File: src/rtl/bseq_pkg.sv
package bseq_pkg;

    typedef enum logic [1:0] {
        CYC_IDLE,
        CYC_FETCH,
        CYC_READ,
        CYC_WRITE
    } cyc_state_e;

    localparam logic [2:0] KIND_FETCH    = 3'd0;
    localparam logic [2:0] KIND_RD_WIDE  = 3'd1;
    localparam logic [2:0] KIND_WR_WIDE  = 3'd2;
    localparam logic [2:0] KIND_RD_PAGE  = 3'd3;
    localparam logic [2:0] KIND_WR_PAGE  = 3'd4;

    function automatic logic kind_valid(input logic [2:0] k);
        return k <= KIND_WR_PAGE;
    endfunction

    function automatic cyc_state_e kind_state(input logic [2:0] k);
        cyc_state_e s;
        case (k)
            KIND_FETCH:                 s = CYC_FETCH;
            KIND_RD_WIDE, KIND_RD_PAGE: s = CYC_READ;
            KIND_WR_WIDE, KIND_WR_PAGE: s = CYC_WRITE;
            default:                    s = CYC_IDLE;
        endcase
        return s;
    endfunction

    function automatic logic kind_page(input logic [2:0] k);
        return (k == KIND_RD_PAGE) || (k == KIND_WR_PAGE);
    endfunction

endpackage

File: src/rtl/bseq_phase_gen.sv
module bseq_phase_gen #(
    parameter int PHASES = 12,
    localparam int PW = $clog2(PHASES)
) (
    input  logic          clk,
    input  logic          rst,
    output logic [PW-1:0] phase,
    output logic          cyc_last
);
    assign cyc_last = (phase == PW'(PHASES - 1));

    always_ff @(posedge clk) begin
        if (rst)           phase <= '0;
        else if (cyc_last) phase <= '0;
        else               phase <= phase + PW'(1);
    end
endmodule

File: src/rtl/bseq_cycle_fsm.sv
module bseq_cycle_fsm
    import bseq_pkg::*;
#(
    parameter int ADDR_W = 16,
    parameter int DATA_W = 8
) (
    input  logic              clk,
    input  logic              rst,
    input  logic              cyc_last,
    input  logic              req,
    input  logic [2:0]        req_kind,
    input  logic [ADDR_W-1:0] req_addr,
    input  logic [DATA_W-1:0] req_wdata,
    output cyc_state_e        state,
    output logic              page_mode,
    output logic [ADDR_W-1:0] cyc_addr,
    output logic [DATA_W-1:0] cyc_wdata
);
    logic              pend_v;
    logic [2:0]        pend_kind;
    logic [ADDR_W-1:0] pend_addr;
    logic [DATA_W-1:0] pend_wdata;

    cyc_state_e        state_nx;
    logic              page_nx;
    logic [ADDR_W-1:0] addr_nx;
    logic [DATA_W-1:0] wdata_nx;
    logic              req_ok;
    logic              take_req;

    assign req_ok   = req && kind_valid(req_kind);
    assign take_req = cyc_last && !pend_v && req_ok;

    always_comb begin
        state_nx = state;
        page_nx  = page_mode;
        addr_nx  = cyc_addr;
        wdata_nx = cyc_wdata;
        if (cyc_last) begin
            if (pend_v) begin
                state_nx = kind_state(pend_kind);
                page_nx  = kind_page(pend_kind);
                addr_nx  = pend_addr;
                wdata_nx = pend_wdata;
            end else if (req_ok) begin
                state_nx = kind_state(req_kind);
                page_nx  = kind_page(req_kind);
                addr_nx  = req_addr;
                wdata_nx = req_wdata;
            end else begin
                state_nx = CYC_IDLE;
                page_nx  = 1'b0;
            end
        end
    end

    always_ff @(posedge clk) begin
        if (rst) begin
            state     <= CYC_IDLE;
            page_mode <= 1'b0;
            cyc_addr  <= '0;
            cyc_wdata <= '0;
        end else begin
            state     <= state_nx;
            page_mode <= page_nx;
            cyc_addr  <= addr_nx;
            cyc_wdata <= wdata_nx;
        end
    end

    always_ff @(posedge clk) begin
        if (rst) begin
            pend_v     <= 1'b0;
            pend_kind  <= '0;
            pend_addr  <= '0;
            pend_wdata <= '0;
        end else if (req_ok && !take_req) begin
            pend_v     <= 1'b1;
            pend_kind  <= req_kind;
            pend_addr  <= req_addr;
            pend_wdata <= req_wdata;
        end else if (cyc_last && pend_v) begin
            pend_v     <= 1'b0;
        end
    end
endmodule

File: src/rtl/bseq_pin_drive.sv
module bseq_pin_drive
    import bseq_pkg::*;
#(
    parameter int PHASES = 12,
    parameter int ADDR_W = 16,
    parameter int DATA_W = 8,
    localparam int PW   = $clog2(PHASES),
    localparam int HI_W = ADDR_W - DATA_W,
    localparam int HALF = PHASES / 2
) (
    input  cyc_state_e        state,
    input  logic [PW-1:0]     phase,
    input  logic              page_mode,
    input  logic [ADDR_W-1:0] cyc_addr,
    input  logic [DATA_W-1:0] cyc_wdata,
    input  logic [HI_W-1:0]   p2_latch,
    output logic              ale,
    output logic              psen_n,
    output logic              rd_n,
    output logic              wr_n,
    output logic              p0_oe,
    output logic [DATA_W-1:0] p0_out,
    output logic [HI_W-1:0]   p2_out
);
    logic              ale_a, ale_b, addr_a, addr_b;
    logic              psen_a, psen_b, strobe_win, wdata_win, second;
    logic [ADDR_W-1:0] fetch_addr;
    logic [HI_W-1:0]   data_hi;

    assign addr_a     = phase <= PW'(2);
    assign addr_b     = (phase >= PW'(HALF)) && (phase <= PW'(HALF + 2));
    assign ale_a      = (phase == PW'(1)) || (phase == PW'(2));
    assign ale_b      = (phase == PW'(HALF + 1)) || (phase == PW'(HALF + 2));
    assign psen_a     = (phase >= PW'(3)) && (phase <= PW'(HALF - 1));
    assign psen_b     = phase >= PW'(HALF + 3);
    assign strobe_win = (phase >= PW'(4)) && (phase <= PW'(PHASES - 3));
    assign wdata_win  = phase >= PW'(3);
    assign second     = phase >= PW'(HALF);
    assign fetch_addr = second ? (cyc_addr + ADDR_W'(1)) : cyc_addr;
    assign data_hi    = page_mode ? p2_latch : cyc_addr[ADDR_W-1:DATA_W];

    always_comb begin
        ale    = 1'b0;
        psen_n = 1'b1;
        rd_n   = 1'b1;
        wr_n   = 1'b1;
        p0_oe  = 1'b0;
        p0_out = '0;
        p2_out = p2_latch;
        unique case (state)
            CYC_IDLE: begin
                ale = ale_a || ale_b;
            end
            CYC_FETCH: begin
                ale    = ale_a || ale_b;
                psen_n = !(psen_a || psen_b);
                p2_out = fetch_addr[ADDR_W-1:DATA_W];
                if (addr_a || addr_b) begin
                    p0_oe  = 1'b1;
                    p0_out = fetch_addr[DATA_W-1:0];
                end
            end
            CYC_READ: begin
                ale    = ale_a;
                rd_n   = !strobe_win;
                p2_out = data_hi;
                if (addr_a) begin
                    p0_oe  = 1'b1;
                    p0_out = cyc_addr[DATA_W-1:0];
                end
            end
            CYC_WRITE: begin
                ale    = ale_a;
                wr_n   = !strobe_win;
                p2_out = data_hi;
                if (addr_a) begin
                    p0_oe  = 1'b1;
                    p0_out = cyc_addr[DATA_W-1:0];
                end else if (wdata_win) begin
                    p0_oe  = 1'b1;
                    p0_out = cyc_wdata;
                end
            end
            default: ;
        endcase
    end
endmodule

File: src/rtl/bseq_capture.sv
module bseq_capture
    import bseq_pkg::*;
#(
    parameter int PHASES = 12,
    parameter int DATA_W = 8,
    localparam int PW   = $clog2(PHASES),
    localparam int HALF = PHASES / 2
) (
    input  logic                clk,
    input  logic                rst,
    input  cyc_state_e          state,
    input  logic [PW-1:0]       phase,
    input  logic                cyc_last,
    input  logic [DATA_W-1:0]   p0_in,
    output logic [2*DATA_W-1:0] rdata,
    output logic                done
);
    always_ff @(posedge clk) begin
        if (rst) begin
            rdata <= '0;
            done  <= 1'b0;
        end else begin
            done <= cyc_last && (state != CYC_IDLE);
            if (state == CYC_FETCH && phase == PW'(HALF - 1))
                rdata[DATA_W-1:0] <= p0_in;
            if (state == CYC_FETCH && phase == PW'(PHASES - 1))
                rdata[2*DATA_W-1:DATA_W] <= p0_in;
            if (state == CYC_READ && phase == PW'(PHASES - 3))
                rdata <= {{DATA_W{1'b0}}, p0_in};
        end
    end
endmodule

File: src/rtl/ext_bus_seq.sv
module ext_bus_seq
    import bseq_pkg::*;
#(
    parameter int PHASES = 12,
    parameter int ADDR_W = 16,
    parameter int DATA_W = 8,
    localparam int PW   = $clog2(PHASES),
    localparam int HI_W = ADDR_W - DATA_W
) (
    input  logic                clk,
    input  logic                rst,
    input  logic                req,
    input  logic [2:0]          req_kind,
    input  logic [ADDR_W-1:0]   req_addr,
    input  logic [DATA_W-1:0]   req_wdata,
    input  logic [HI_W-1:0]     p2_latch,
    input  logic [DATA_W-1:0]   p0_in,
    output logic [DATA_W-1:0]   p0_out,
    output logic                p0_oe,
    output logic [HI_W-1:0]     p2_out,
    output logic                ale,
    output logic                psen_n,
    output logic                rd_n,
    output logic                wr_n,
    output logic                done,
    output logic [2*DATA_W-1:0] rdata
);
    logic [PW-1:0]     phase;
    logic              cyc_last;
    cyc_state_e        state;
    logic              page_mode;
    logic [ADDR_W-1:0] cyc_addr;
    logic [DATA_W-1:0] cyc_wdata;

    bseq_phase_gen #(.PHASES(PHASES)) u_phase (
        .clk(clk), .rst(rst), .phase(phase), .cyc_last(cyc_last)
    );

    bseq_cycle_fsm #(.ADDR_W(ADDR_W), .DATA_W(DATA_W)) u_fsm (
        .clk(clk), .rst(rst), .cyc_last(cyc_last),
        .req(req), .req_kind(req_kind), .req_addr(req_addr), .req_wdata(req_wdata),
        .state(state), .page_mode(page_mode), .cyc_addr(cyc_addr), .cyc_wdata(cyc_wdata)
    );

    bseq_pin_drive #(.PHASES(PHASES), .ADDR_W(ADDR_W), .DATA_W(DATA_W)) u_pins (
        .state(state), .phase(phase), .page_mode(page_mode),
        .cyc_addr(cyc_addr), .cyc_wdata(cyc_wdata), .p2_latch(p2_latch),
        .ale(ale), .psen_n(psen_n), .rd_n(rd_n), .wr_n(wr_n),
        .p0_oe(p0_oe), .p0_out(p0_out), .p2_out(p2_out)
    );

    bseq_capture #(.PHASES(PHASES), .DATA_W(DATA_W)) u_cap (
        .clk(clk), .rst(rst), .state(state), .phase(phase), .cyc_last(cyc_last),
        .p0_in(p0_in), .rdata(rdata), .done(done)
    );
endmodule

File: config.mk
export PLATFORM = sky130hd
export DESIGN_NAME = ext_bus_seq
export DESIGN_NICKNAME = d
export VERILOG_FILES = /design/src/rtl/bseq_pkg.sv /design/src/rtl/bseq_phase_gen.sv /design/src/rtl/bseq_cycle_fsm.sv /design/src/rtl/bseq_pin_drive.sv /design/src/rtl/bseq_capture.sv /design/src/rtl/ext_bus_seq.sv
export SDC_FILE = /design/constraint.sdc
export NUM_CORES = 1
export LEC_CHECK = 0
export BUFFER_PORTS_ARGS = -buffer_cell sky130_fd_sc_hd__buf_2
export CORE_MARGIN = 8
export CORE_UTILIZATION = 40
export DETAILED_ROUTE_END_ITERATION = 6
export PLACE_DENSITY = 0.67
export SLEW_MARGIN = 20
export SYNTH_ARGS = -nofsm -noshare
export SYNTH_HDL_FRONTEND = slang
export SYNTH_SLANG_ARGS = --single-unit
File: constraint.sdc
create_clock -name clk -period 4.79 [get_ports clk]
set_clock_uncertainty 0.1 [all_clocks]
set_input_delay 0.7185 -clock clk [delete_from_list [all_inputs] [get_ports clk]]
set_output_delay 0.7185 -clock clk [all_outputs]
set_load 0.005 [all_outputs]
Word-level counts from Yosys, hierarchy flattened
Index checks and enable logic that the tools add are counted.
Widths: inputs -> output; s select.
{"block": "word_totals", "register_bits": 76, "inputBits": 46, "output_inout_bits": 38}
{"block": "op_classes", "n_addsub": 2, "n_lt_le_gt_ge": 9, "eq_ne": 18, "muxes": 31, "reduce_logical": 39}
{"op": "$mux 8", "count": 9}
{"op": "$mux 16", "count": 3}
{"op": "$pmux 8 s3", "count": 1}
{"op": "$add 16x1->16 const B", "count": 1}
{"op": "$pmux 8 s2", "count": 1}
{"op": "$reduce_or 2->1", "count": 8}
{"op": "$eq 3x2->1 const B", "count": 4}
{"op": "$eq 4x4->1 const B", "count": 3}
{"op": "$logic_and 1x1->1", "count": 12}
{"op": "$pmux 2 s3", "count": 2}
{"op": "$mux 1", "count": 11}
{"op": "$eq 4x3->1 const B", "count": 2}
{"op": "$ge 4x3->1 const B", "count": 2}
{"op": "$le 4x4->1 const B", "count": 2}
{"op": "$reduce_bool 2->1", "count": 4}
{"op": "$logic_or 1x1->1", "count": 7}
{"op": "$eq 3x1->1 const B", "count": 2}
{"op": "$eq 3x3->1 const B", "count": 2}
{"op": "$logic_not 3->1", "count": 2}
{"op": "$add 4x1->4 const B", "count": 1}
{"op": "$eq 2x2->1 const B", "count": 2}
{"op": "$eq 4x1->1 const B", "count": 1}
{"op": "$eq 4x2->1 const B", "count": 1}
{"op": "$ge 4x2->1 const B", "count": 1}
{"op": "11 further kinds", "count": 15}

Logic depth before layout (Yosys ltp)
Gate-level depths: netlist of run 1.
{"block": "logic_depth", "depth_word": 6, "depth_mapped": 8}

Cells and area by module
Synthesis of run 1 repeated with hierarchy kept, for this count alone.
{"block": "unflattened", "cells_unflattened": 538, "area_unflattened_um2": 4662.0}
{"module": "bseq_cycle_fsm", "n_inst": 1, "cells_per_inst": 302, "area_each_um2": 2857.7, "seq_area_each_um2": 1101.1}
{"module": "bseq_pin_drive", "n_inst": 1, "cells_per_inst": 141, "area_each_um2": 857.1, "seq_area_each_um2": 0.0}
{"module": "bseq_capture", "n_inst": 1, "cells_per_inst": 79, "area_each_um2": 758.2, "seq_area_each_um2": 340.3}
{"module": "bseq_phase_gen", "n_inst": 1, "cells_per_inst": 16, "area_each_um2": 188.9, "seq_area_each_um2": 80.1}

Worst setup path after synthesis of run 1
No wires, ideal clock.
{"block": "synth_path", "path_type": "flip-flop to output port", "from": "register u_phase.phase[1]", "to": "output port p0_out[5]", "arrival_time_ns": 1.580, "required_ns": 3.972, "setup_slack_ns": 2.392, "stages_incl_launch_ff": 7, "path_buffers": 0, "cell_sequence": "dfxtp_1 > ha_1 > nor2b_1 > a221o_2 > nor2_8 > nand2_2 > o311ai_1"}
{"block": "synth_via", "elab_chain_cells": 5, "elab_cells_between_ends": 12, "cone_classes": "order compare (4); mux (6); reduce/logical (2)"}
{"element": "start: declaration", "line": "bseq_phase_gen.sv:7", "source": "output logic [PW-1:0] phase,"}
{"element": "start signal: assignment", "line": "bseq_phase_gen.sv:15", "source": "else phase <= phase + PW'(1);"}
{"element": "$ge 4x3->1 or $le 4x4->1 (tied branches)", "line": "bseq_pin_drive.sv:31, bseq_pin_drive.sv:38"}
{"element": "$logic_and 1x1->1", "line": "bseq_pin_drive.sv:31", "source": "assign addr_b = (phase >= PW'(HALF)) && (phase <= PW'(HALF + 2));"}
{"element": "$logic_or 1x1->1", "line": "bseq_pin_drive.sv:58", "source": "if (addr_a || addr_b) begin"}
{"element": "$mux 8", "line": "bseq_pin_drive.sv:58"}
{"element": "$pmux 8 s3 *", "line": "bseq_pin_drive.sv:50", "source": "unique case (state)"}
{"element": "end: declaration", "line": "ext_bus_seq.sv:18", "source": "output logic [DATA_W-1:0] p0_out,"}
Mark *: on every way between the ends. The rest lies on a longest branch, timed or not.

Final worst setup path of run 1
{"block": "layout_path", "from": "register u_fsm.state[1]", "to": "output port p0_out[7]"}
{"block": "layout_via", "elab_chain_cells": 2, "elab_cells_between_ends": 4, "cone_classes": "eq/ne (3); mux (1)"}
{"element": "start: declaration", "line": "bseq_cycle_fsm.sv:14", "source": "output cyc_state_e state,"}
{"element": "start signal: assignment", "line": "bseq_cycle_fsm.sv:64", "source": "state <= state_nx;"}
{"element": "$eq 2x2->1 or $eq 2x1->1 (tied branches)", "line": "bseq_pin_drive.sv:50"}
{"element": "$pmux 8 s3 *", "line": "bseq_pin_drive.sv:50"}
Marked as above.

==> results of run 1 <==
==> worst max-delay path, cell delays in order (launching register included) <==
cell      delay, ns
dfxtp_1        0.41
nand2b_1       0.44
a221o_2        0.51
nor2_8         0.17
nand2_2        0.07
o311ai_1       0.30
buf_2          0.18
==> cells in the mapped netlist, drive strengths merged (3+ instances only) <==
library cell,number
nor3,11
nand4,4
a32oi,3
nor4,3
nand3,8
nor2,84
a211oi,29
a21oi,20
a22oi,7
nor2b,5
and2,3
buf,16
a31oi,4
o21ai,25
o311ai,4
mux2i,60
clkbuf,14
ha,6
nand2,42
inv,7
dfxtp,76
xor2,3
==> power by group <==
| group | leakage, nW | switching, W | total (W) | internal, W |
|---|---|---|---|---|
| registers | 0.617 | 0.0000124 | 0.000660 | 0.000647 |
| logic | 1.25 | 0.0000790 | 0.000141 | 0.0000625 |
| clock network | 0.120 | 0.000235 | 0.000582 | 0.000347 |
==> routing by layer <==
layer | wire, µm | vias to the layer above | GRT usage, % | part of all wire [%]
met5 | 0 | - | 0 | 0
met4 | 104 | 0 | 5.27 | 1.1
met3 | 638 | 10 | 3.70 | 6.6
met2 | 4540 | 87 | 22.6 | 47
met1 | 4420 | 1575 | 18.8 | 46
li1 | - | 1763 | - | -
==> layout make-up <==
class                           instances  area share (%)
Tap cell                              133            3.54
Clock inverter                          6            2.40
Inverter                                7           0.559
Timing Repair Buffer                   86            9.74
Sequential cell                        76            32.4
Clock buffer                           10            2.71
Multi-Input combinational cell        342            48.7
==> worst max-delay path by stage <==
stage / startpoint / cells past startpoint / end / slack [ns]
3_5_place_dp: u_fsm.state[1]$_SDFFE_PP0P_ / 6 / p0_out[0] / 1.92
4_1_cts: u_fsm.state[1]$_SDFFE_PP0P_ / 6 / p0_out[0] / 1.53
6_report: u_fsm.state[1]$_SDFFE_PP0P_ / 6 / p0_out[7] / 1.56
5_1_grt: u_fsm.state[1]$_SDFFE_PP0P_ / 6 / p0_out[7] / 1.39
3_3_place_gp: u_fsm.state[1]$_SDFFE_PP0P_ / 6 / p0_out[0] / 1.96
2_1_floorplan: u_phase.phase[1]$_SDFF_PP0_ / 6 / p0_out[5] / 2.39
==> cells by family (layout without fill, tap and decap cells) <==
logic type | after synthesis | in the layout | synth area share, %
compound gates | 99 | 99 | 19.2
xor+xnor | 4 | 4 | 0.879
simple gates | 172 | 172 | 19.8
flops | 76 | 76 | 38.2
fa+ha+maj | 6 | 6 | 1.88
mux | 61 | 61 | 15.3
buf+inv | 37 | 109 | 4.77
==> registers in the layout (all words and copies together), names as in the netlist <==
name              flops
u_fsm.page_mode       1
u_fsm.pend_addr      16
u_cap.rdata          16
u_fsm.cyc_wdata       8
u_fsm.cyc_addr       16
u_phase.phase         4
u_cap.done            1
u_fsm.pend_v          1
u_fsm.pend_kind       3
u_fsm.state           2
u_fsm.pend_wdata      8
==> metrics by stage <==
stage          power, W  instance area (µm²)  worst slack [ns]  hold slack [ns]  cells
6_report        0.00138                 4700              1.56            0.353    660
5_1_grt         0.00144                 4700              1.39            0.370    660
4_1_cts         0.00140                 4670              1.53            0.359    659
3_5_place_dp   0.000813                 4430              1.92            0.347    643
3_3_place_gp   0.000811                 4430              1.96            0.342    643
2_1_floorplan  0.000767                 3990              2.39            0.353    455
==> impl_metrics.tcl, run 1 <==
set metrics [dict create \
    start_util_pct 41.0 \
    maxSlewViolCount 0 \
    synth_flop_cell "dfxtp_1" \
    maxCapViolCount 0 \
    grt.total_usage_pct 14.5 \
    powerDensity_nw_per_um2 294 \
    dp_hpwl_um 7250 \
    core_um2 9730 \
    synth_edf_count 0 \
    drive_gt1_share_pct 25.2 \
    ys_types 50 \
    yosys-top-cells-area "dfxtp_1 38%, mux2i_1 15%, nor2_1 7.8%, a211oi_2 6.3%, nand2_1 3.9%" \
    timing.rr.end "u_fsm.cyc_addr[5]$_SDFFE_PP0P_" \
    postSynthAreaPerCell_um2 8.76 \
    reg2reg_depth 5 \
    path_class "flop to output port" \
    routabilityCongestion 0.920 \
    wl_per_cell_um 14.7 \
    ys_async_sr_fraction_pct 0 \
    finalCritPeriodShare_pct 67.5 \
    ioPinCount 84 \
    dr.first_iter.drc_count 205 \
    ir_drop_v 0.000153 \
    setup_violations 0 \
    post_cts_resized 0 \
    netlist_instances 455 \
    multi_input_area_um2 2290 \
    die_w_um 116 \
    fillers 986 \
    n_antenna_cell 0 \
    crit_path_start_kind "flop" \
    max_freq_mhz 309 \
    syn-cell-area_um2 3990 \
    worst-path-max-fanout 16 \
    p_leak_nw 1.99 \
    layout_common_cells "83 x nor2_1, 83 x buf_2, 76 x dfxtp_1" \
    tns_ns 0 \
    synth_top_area_share_pct 38.2 \
    nNetsFinal 574 \
    status "finished, final reports clean" \
    clkTransAtPathRegs_ns 0.08 \
    h-tree-depth 3 \
    min_from "u_cap.rdata[13]$_SDFFE_PP0P_" \
    reg2reg_slack_ns 2.21 \
    clockRootBuffer "clkbuf_8" \
    drc 0 \
    grt.overflow.total 0 \
    cts.sinks 76 \
    ctsHoldBuffers 0 \
    maxSlewHeadroom_pct 33.2 \
    viasPerCell 5.20 \
    num_rows 36 \
    clock_latency_ns 0.34 \
    hold_path_class "flop to flop" \
    cts_tree "done" \
    grt_antenna_before_repair 0 \
    required_ns 3.97 \
    grt_pass1_vias 3255 \
    grt_setup_unrepaired "no" \
    drt_wl_total_um 9700 \
    die_area_um2 13400 \
    ys_ff_latch 76 \
    arrival_ns 2.41 \
    grt_pass1_wl_um 15700 \
    synth_warnings 0 \
    cts_buffer_depth 2 \
    tightestPinTransition_ns 1.00 \
    dr.pass1.iters 4 \
    synth_nets 507 \
    whs_endpoint "u_cap.rdata[13]$_SDFFE_PP0P_" \
    areaGrowthSynthToFinish_pct 17.9 \
    die_h_um 116 \
    cts-buffers-inserted 9 \
    r2r-start "u_phase.phase[3]$_SDFF_PP0_" \
    postRouteAntennaNets 0 \
    fin_util_pct 48.3 \
    min_path_cells 2 \
    vias 3435 \
    ys_seq_area_share_pct 38.2 \
    seqCellArea_um2 1520 \
    synth_top_area_cell "dfxtp_1" \
    endpoint_kind "output port" \
    hold_viol 0 \
    grt_max_degree 49 \
    post_cts_buffers 0 \
    fin_crit_ns 3.23 \
    io_buffers 83 \
]
No activity file was read; power rests on OpenSTA's default activity.
==> run 2, diff against run 1 <==
--- a/config.mk
+++ b/config.mk
@@ -5,11 +5,12 @@
 export SDC_FILE = /design/constraint.sdc
 export NUM_CORES = 1
 export LEC_CHECK = 0
+export ABC_AREA = 1
 export BUFFER_PORTS_ARGS = -buffer_cell sky130_fd_sc_hd__buf_2
 export CORE_MARGIN = 8
 export CORE_UTILIZATION = 40
 export DETAILED_ROUTE_END_ITERATION = 6
-export PLACE_DENSITY = 0.67
+export PLACE_DENSITY = 0.66
 export SLEW_MARGIN = 20
 export SYNTH_ARGS = -nofsm -noshare
 export SYNTH_HDL_FRONTEND = slang
==> constraint.sdc (replaced) <==
create_clock -name clk -period 3.4 [get_ports clk]
set_clock_uncertainty 0.1 [all_clocks]
set_input_delay 0.51 -clock clk [delete_from_list [all_inputs] [get_ports clk]]
set_output_delay 0.51 -clock clk [all_outputs]
set_load 0.005 [all_outputs]
==> run 2 against run 1 <==
  * Power is 26% higher
  * Global-route usage is 1.2 points higher
  * Core utilization is 1.4 points lower
  * Cell count is 27% higher
  * Via count is 16% higher
  * Worst hold slack worse by 0.030 ns
  * Combinational power is 48% higher
  * First-iteration DRC count is 58% higher
  * Critical endpoint is now p0_out[0]
  * Critical path type unchanged
  * Synthesized cell count is 36% higher
  * Largest cell class unchanged
  * Count of clock-buffer cells in the layout is 3 higher
==> impl_metrics.tcl, run 2 <==
set metrics [dict create \
    syn-cell-area_um2 4070 \
    cts-buffers-inserted 9 \
    crit_path_start_kind "flop" \
    grt.overflow.total 0 \
    hold_path_class "input pin to flop" \
    drt_wl_total_um 10200 \
    synth_top_area_cell "dfxtp_1" \
    layout_common_cells "154 x nand2_1, 145 x nor2_1, 83 x buf_2" \
    post_cts_buffers 0 \
    max_freq_mhz 368 \
    pwr-share-comb_pct 12.0 \
    fin_crit_ns 2.72 \
    grt_pass1_vias 3822 \
    n_antenna_cell 0 \
    timing.rr.end "u_cap.rdata[13]$_SDFFE_PP0P_" \
    seqCellArea_um2 1520 \
    synth_nets 673 \
    ioPinCount 84 \
    status "finished, final reports clean" \
    vias 3996 \
    yosys-top-cells-area "dfxtp_1 37%, nand2_1 14%, nor2_1 13%, mux2i_1 5.9%, o21ai_0 5.3%" \
    io_buffers 83 \
    path_class "flop to output port" \
    dr.first_iter.drc_count 323 \
    crit_chain "inv_1, ha_1, o21ai_2, nand3_1, nand2_1, inv_1, nand2_1, nand3_1, buf_2" \
    p_leak_nw 2.16 \
    tns_ns 0 \
    grt_busiest_layer "met2" \
    grt_antenna_before_repair 0 \
    grt_setup_unrepaired "no" \
    ctsHoldBuffers 0 \
    use_met1_pct 19.7 \
    ys_ff_latch 76 \
    power_w 0.00174 \
    critPathTopFamily "simple AND/OR/NAND/NOR gates" \
    die_area_um2 13700 \
    multi_input_area_um2 2220 \
    top_regs "u_cap.rdata: 16 flops, u_fsm.cyc_addr: 16 flops, u_fsm.pend_addr: 16 flops" \
    grt.total_usage_pct 15.7 \
    cts.sinks 76 \
    postSynthAreaPerCell_um2 6.56 \
    endpoint_kind "output port" \
    reg2reg_slack_ns 1.36 \
    core_um2 10100 \
    drive_gt1_share_pct 16.0 \
    ys_types 33 \
    h-tree-depth 3 \
    wl_per_cell_um 12.2 \
    pwr-share-seq_pct 53.6 \
    hold_viol 0 \
    maxCapViolCount 0 \
    worst-path-max-fanout 10 \
    nNetsFinal 748 \
    reg2reg_depth 8 \
    synth_edf_count 0 \
    r2r-start "u_fsm.state[0]$_SDFFE_PP0P_" \
    die_h_um 117 \
    postRouteAntennaNets 0 \
    grt_max_degree 49 \
    dp_hpwl_um 7920 \
    fillers 1097 \
    cts_buffer_depth 2 \
    yosys-top-cells-count "154 x nand2_1, 145 x nor2_1, 76 x dfxtp_1" \
    clock_latency_ns 0.34 \
    synth_flop_cell "dfxtp_1" \
    areaGrowthSynthToFinish_pct 16.2 \
    ys_async_sr_fraction_pct 0 \
    slowest_delay_ns 0.38 \
    min_from "req_addr[3]" \
    crit_start "u_phase.phase[0]$_SDFF_PP0_" \
    use_met2_pct 25.0 \
    synth_top_area_share_pct 37.4 \
    cts_tree "done" \
    tightestPinTransition_ns 0.714 \
    cp_num_buf_inv 3 \
    p_int_w 0.00130 \
    viasPerCell 4.78 \
    powerDensity_nw_per_um2 368 \
    setup_violations 0 \
    critPathCapture "p0_out[0]" \
    netlist_instances 621 \
    dpl_worst_slack_ns 1.04 \
    start_util_pct 40.4 \
    p_sw_share_pct 25.2 \
    power.clock.fraction_pct 34.4 \
    clockRootBuffer "clkbuf_8" \
    p_sw_w 0.000439 \
    num_rows 37 \
    finalCritPeriodShare_pct 79.9 \
    layout.cells.most_common "nand2_1" \
    clkTransAtPathRegs_ns 0.07 \
    cpMaxStageDelayCell "dfxtp_1" \
    required_ns 2.79 \
    arrival_ns 2.11 \
    synth_warnings 0 \
    dr.pass1.iters 5 \
    maxSlewViolCount 0 \
    die_w_um 117 \
    routabilityCongestion 0.885 \
    maxSlewHeadroom_pct 52.2 \
    post_cts_resized 0 \
    fin_util_pct 46.9 \
    yosysMostFrequentCell "nand2_1" \
    fin_ws_ns 0.682 \
    ys_seq_area_share_pct 37.4 \
    met3_usage_pct 4.62 \
    crit_cells 9 \
    ir_drop_v 0.000157 \
    drc 0 \
    grt_pass1_wl_um 17300 \
]
==> run 2: changes by cell type after synthesis, moves of 22 or more <==
cell,change
inv_1,+41
nor2_1,+62
nand2_1,+113
mux2i_1,-36
o21ai_0,+23
nand3_1,+22
==> run 2: tightest hold or removal path: stages <==
cell and delay (ns):
buf_2 0.09, o21ai_1 0.06, nor2_1 0.07
==> run 2: area by class of cell <==
class                   instances  share of cell area [%]
clock inverters                 2                   0.211
well taps                     136                    3.60
multi-input cells             470                    46.9
inverters                      50                    4.02
clock buffers                  13                    3.36
repair buffers                 89                    9.73
flip-flops and latches         76                    32.1
==> run 2: worst min path at each step <==
| stage | cells after the start | endpoint |
|---|---|---|
| 3_5_place_dp | 2 | u_cap.rdata[12]$_SDFFE_PP0P_ |
| 3_3_place_gp | 2 | u_cap.rdata[11]$_SDFFE_PP0P_ |
| 2_1_floorplan | 1 | u_phase.phase[0]$_SDFF_PP0_ |
| 4_1_cts | 3 | u_fsm.pend_addr[9]$_SDFFE_PP0P_ |
| 5_1_grt | 3 | u_fsm.pend_addr[9]$_SDFFE_PP0P_ |
| 6_report | 3 | u_fsm.pend_addr[3]$_SDFFE_PP0P_ |
==> run 2: power groups by stage <==
stage	Combinational [W]	Sequential, W	Clock [W]
floorplan	0.000147	0.000951	0
global placement	0.000205	0.000953	0
detailed placement	0.000209	0.000955	0
CTS	0.000209	0.000934	0.000621
global route	0.000237	0.000938	0.000665
finish	0.000208	0.000934	0.000599
==> run 2: stage by stage <==
stage	cell area, µm²	instances	hold slack (ns)
5_1_grt	4730	836	0.302
3_5_place_dp	4560	821	0.353
6_report	4730	836	0.323
2_1_floorplan	4070	621	0.333
4_1_cts	4730	836	0.298
3_3_place_gp	4560	821	0.346
==> run 2: logic make-up (layout without fill, tap and decap cells) <==
group                      count (synthesis)  count (layout)  share of synthesized area [%]
AOI/OAI and AO/OA                         93              93                           12.3
xor gates and xnor gates                   3               3                          0.645
adders and majority gates                  6               6                           1.84
buffers and inverters                     75             154                           8.26
DFF                                       76              76                           37.4
muxes                                     24              24                           5.90
and+or+nand+nor                          344             344                           33.7
==> run 2: layer usage <==
metal | wire length (µm) | share of wire, %
met5 | 0 | 0
met4 | 183 | 1.8
met3 | 687 | 6.7
met2 | 4510 | 44
met1 | 4820 | 47
==> run 3, diff against run 2 <==
--- a/config.mk
+++ b/config.mk
@@ -10,7 +10,7 @@
 export CORE_MARGIN = 8
 export CORE_UTILIZATION = 40
 export DETAILED_ROUTE_END_ITERATION = 6
-export PLACE_DENSITY = 0.66
+export PLACE_DENSITY = 0.69
 export SLEW_MARGIN = 20
 export SYNTH_ARGS = -nofsm -noshare
 export SYNTH_HDL_FRONTEND = slang
==> constraint.sdc (replaced) <==
create_clock -name clk -period 2.3 [get_ports clk]
set_clock_uncertainty 0.1 [all_clocks]
set_input_delay 0.345 -clock clk [delete_from_list [all_inputs] [get_ports clk]]
set_output_delay 0.345 -clock clk [all_outputs]
set_load 0.005 [all_outputs]
==> run 3 against run 2 <==
  * Non-clock buffer count rose by 13
  * Routed wire length rose by 5.7%
  * First-iteration DRC count fell by 11%
  * Worst hold slack got worse by 0.17 ns
  * Sequential power rose by 48%
  * Core utilization rose by 3.0 points
  * Cell count rose by 1.8%
  * Flip-flop and latch count did not move
  * Critical path depth did not move
  * Final area rose by 6.5%
  * Combinational power rose by 63%
==> impl_metrics.tcl, run 3 (synthesis gave the netlist of run 2 again) <==
set metrics [dict create \
    worst-path-max-fanout 8 \
    viasPerCell 4.84 \
    layout_common_cells "151 x nand2_1, 136 x nor2_1, 83 x buf_2" \
    h-tree-depth 3 \
    placed_cells 830 \
    finalCritPeriodShare_pct 95.6 \
    core_um2 10100 \
    io_buffers 83 \
    num_rows 37 \
    wl_per_cell_um 12.7 \
    grt_max_degree 49 \
    cts-buffers-inserted 9 \
    postRouteAntennaNets 0 \
    fin_crit_ns 2.20 \
    cts.sinks 76 \
    clockRootBuffer "clkbuf_8" \
    max_freq_mhz 455 \
    grt_pass1_vias 3835 \
    n_antenna_cell 0 \
    maxSlewHeadroom_pct 71.1 \
    dpl_worst_slack_ns 0.294 \
    status "finished, final reports clean" \
    powerDensity_nw_per_um2 589 \
    ioPinCount 84 \
    clock_latency_ns 0.35 \
    grt.overflow.total 0 \
    clkTransAtPathRegs_ns 0.08 \
    dr.first_iter.drc_count 289 \
    path_class "flop to output port" \
    fin_cells 851 \
    fin_ws_ns 0.102 \
    reg2reg_slack_ns 0.35 \
    nNetsFinal 762 \
    ir_drop_v 0.000386 \
    endpoint_kind "output port" \
    maxCapViolCount 0 \
    drt_wl_total_um 10800 \
    ctsHoldBuffers 0 \
    grt_pass1_wl_um 17600 \
    hold_viol 0 \
    layout.cells.most_common "nand2_1" \
    cts_tree "done" \
    dr.pass1.iters 5 \
    tightestPinTransition_ns 0.434 \
    grt.total_usage_pct 16.0 \
    setup_violations 0 \
    arrival_ns 1.75 \
    cts_buffer_depth 2 \
    grt_setup_unrepaired "yes" \
    areaGrowthSynthToFinish_pct 23.7 \
    start_util_pct 40.4 \
    die_area_um2 13700 \
    drc 0 \
    drive_gt1_share_pct 21.5 \
    hold_path_class "input pin to flop" \
    dp_hpwl_um 8250 \
    power_w 0.00297 \
    top_regs "u_cap.rdata: 16 flops, u_fsm.cyc_addr: 16 flops, u_fsm.pend_addr: 16 flops" \
    die_h_um 117 \
    crit_path_start_kind "flop" \
    fin_util_pct 49.9 \
    tns_ns 0 \
    p_leak_nw 2.28 \
    maxSlewViolCount 0 \
    routabilityCongestion 0.921 \
    die_w_um 117 \
    required_ns 1.86 \
    vias 4115 \
    grt_antenna_before_repair 0 \
]
[run 3: changes by cell type in the layout (fill, tap and decap cells not counted), moves of 3 or more]
cell,previous run,this run
buf_4,6,17
bufinv_16,0,3
dfxtp_1,76,68
dfxtp_2,0,4
dfxtp_4,0,4
nand2_1,154,151
nor2_1,145,136
nor2_2,2,10
[run 3: final cells by class]
cell class,count,area [µm²]
sequential,76,1540
tap,136,170
multi-input combinational,471,2310
inverter,50,194
clock inverter,4,95.1
timing repair buffer,102,574
clock buffer,12,155
fill,1062,5050
[run 3: worst max-delay path, cell delays in order (launching register included)]
cell     delay (ns)
dfxtp_4        0.37
inv_2          0.07
ha_4           0.17
o21ai_4        0.17
buf_6          0.16
nand2_1        0.05
nor2_1         0.10
a21oi_1        0.05
o21ai_0        0.11
buf_2          0.16
[run 3: per-stage QoR]
step,hold WS (ns),instance area (µm²)
floorplan,0.333,4070
CTS,0.131,4930
global placement,0.346,4640
global route,0.148,5040
finish,0.149,5040
detailed placement,0.356,4640
[run 3: final timing paths]
path	startpoint	end	depth (start not counted)
max	u_phase.phase[0]$_SDFF_PP0_	p0_out[7]	9
min	req_addr[12]	u_fsm.pend_addr[12]$_SDFFE_PP0P_	3
max reg2reg	u_fsm.state[1]$_SDFFE_PP0P_	u_cap.rdata[1]$_SDFFE_PP0P_	7
min reg2reg	u_phase.phase[0]$_SDFF_PP0_	u_phase.phase[0]$_SDFF_PP0_	1
[run 3: metal layers]
layer	up-vias	GRT usage [%]	share of wire, %
met1	1865	20.5	47
met2	82	25.9	46
met3	8	3.90	5.4
met4	0	4.95	1.3
li1	2160	-	-
met5	-	0	0
[run 3: power breakdown]
| part | internal [W] | switching (W) |
|---|---|---|
| registers | 0.00136 | 0.0000257 |
| logic | 0.000142 | 0.000196 |
| clock network | 0.000779 | 0.000471 |
[run 3: repair_timing]
action                                  4_1_cts  5_1_grt
setup buffers                                 1        3
pin swaps                                     1        3
cloned                                        0        1
resized for setup                            10       28
endpoints found under the setup margin       15       17
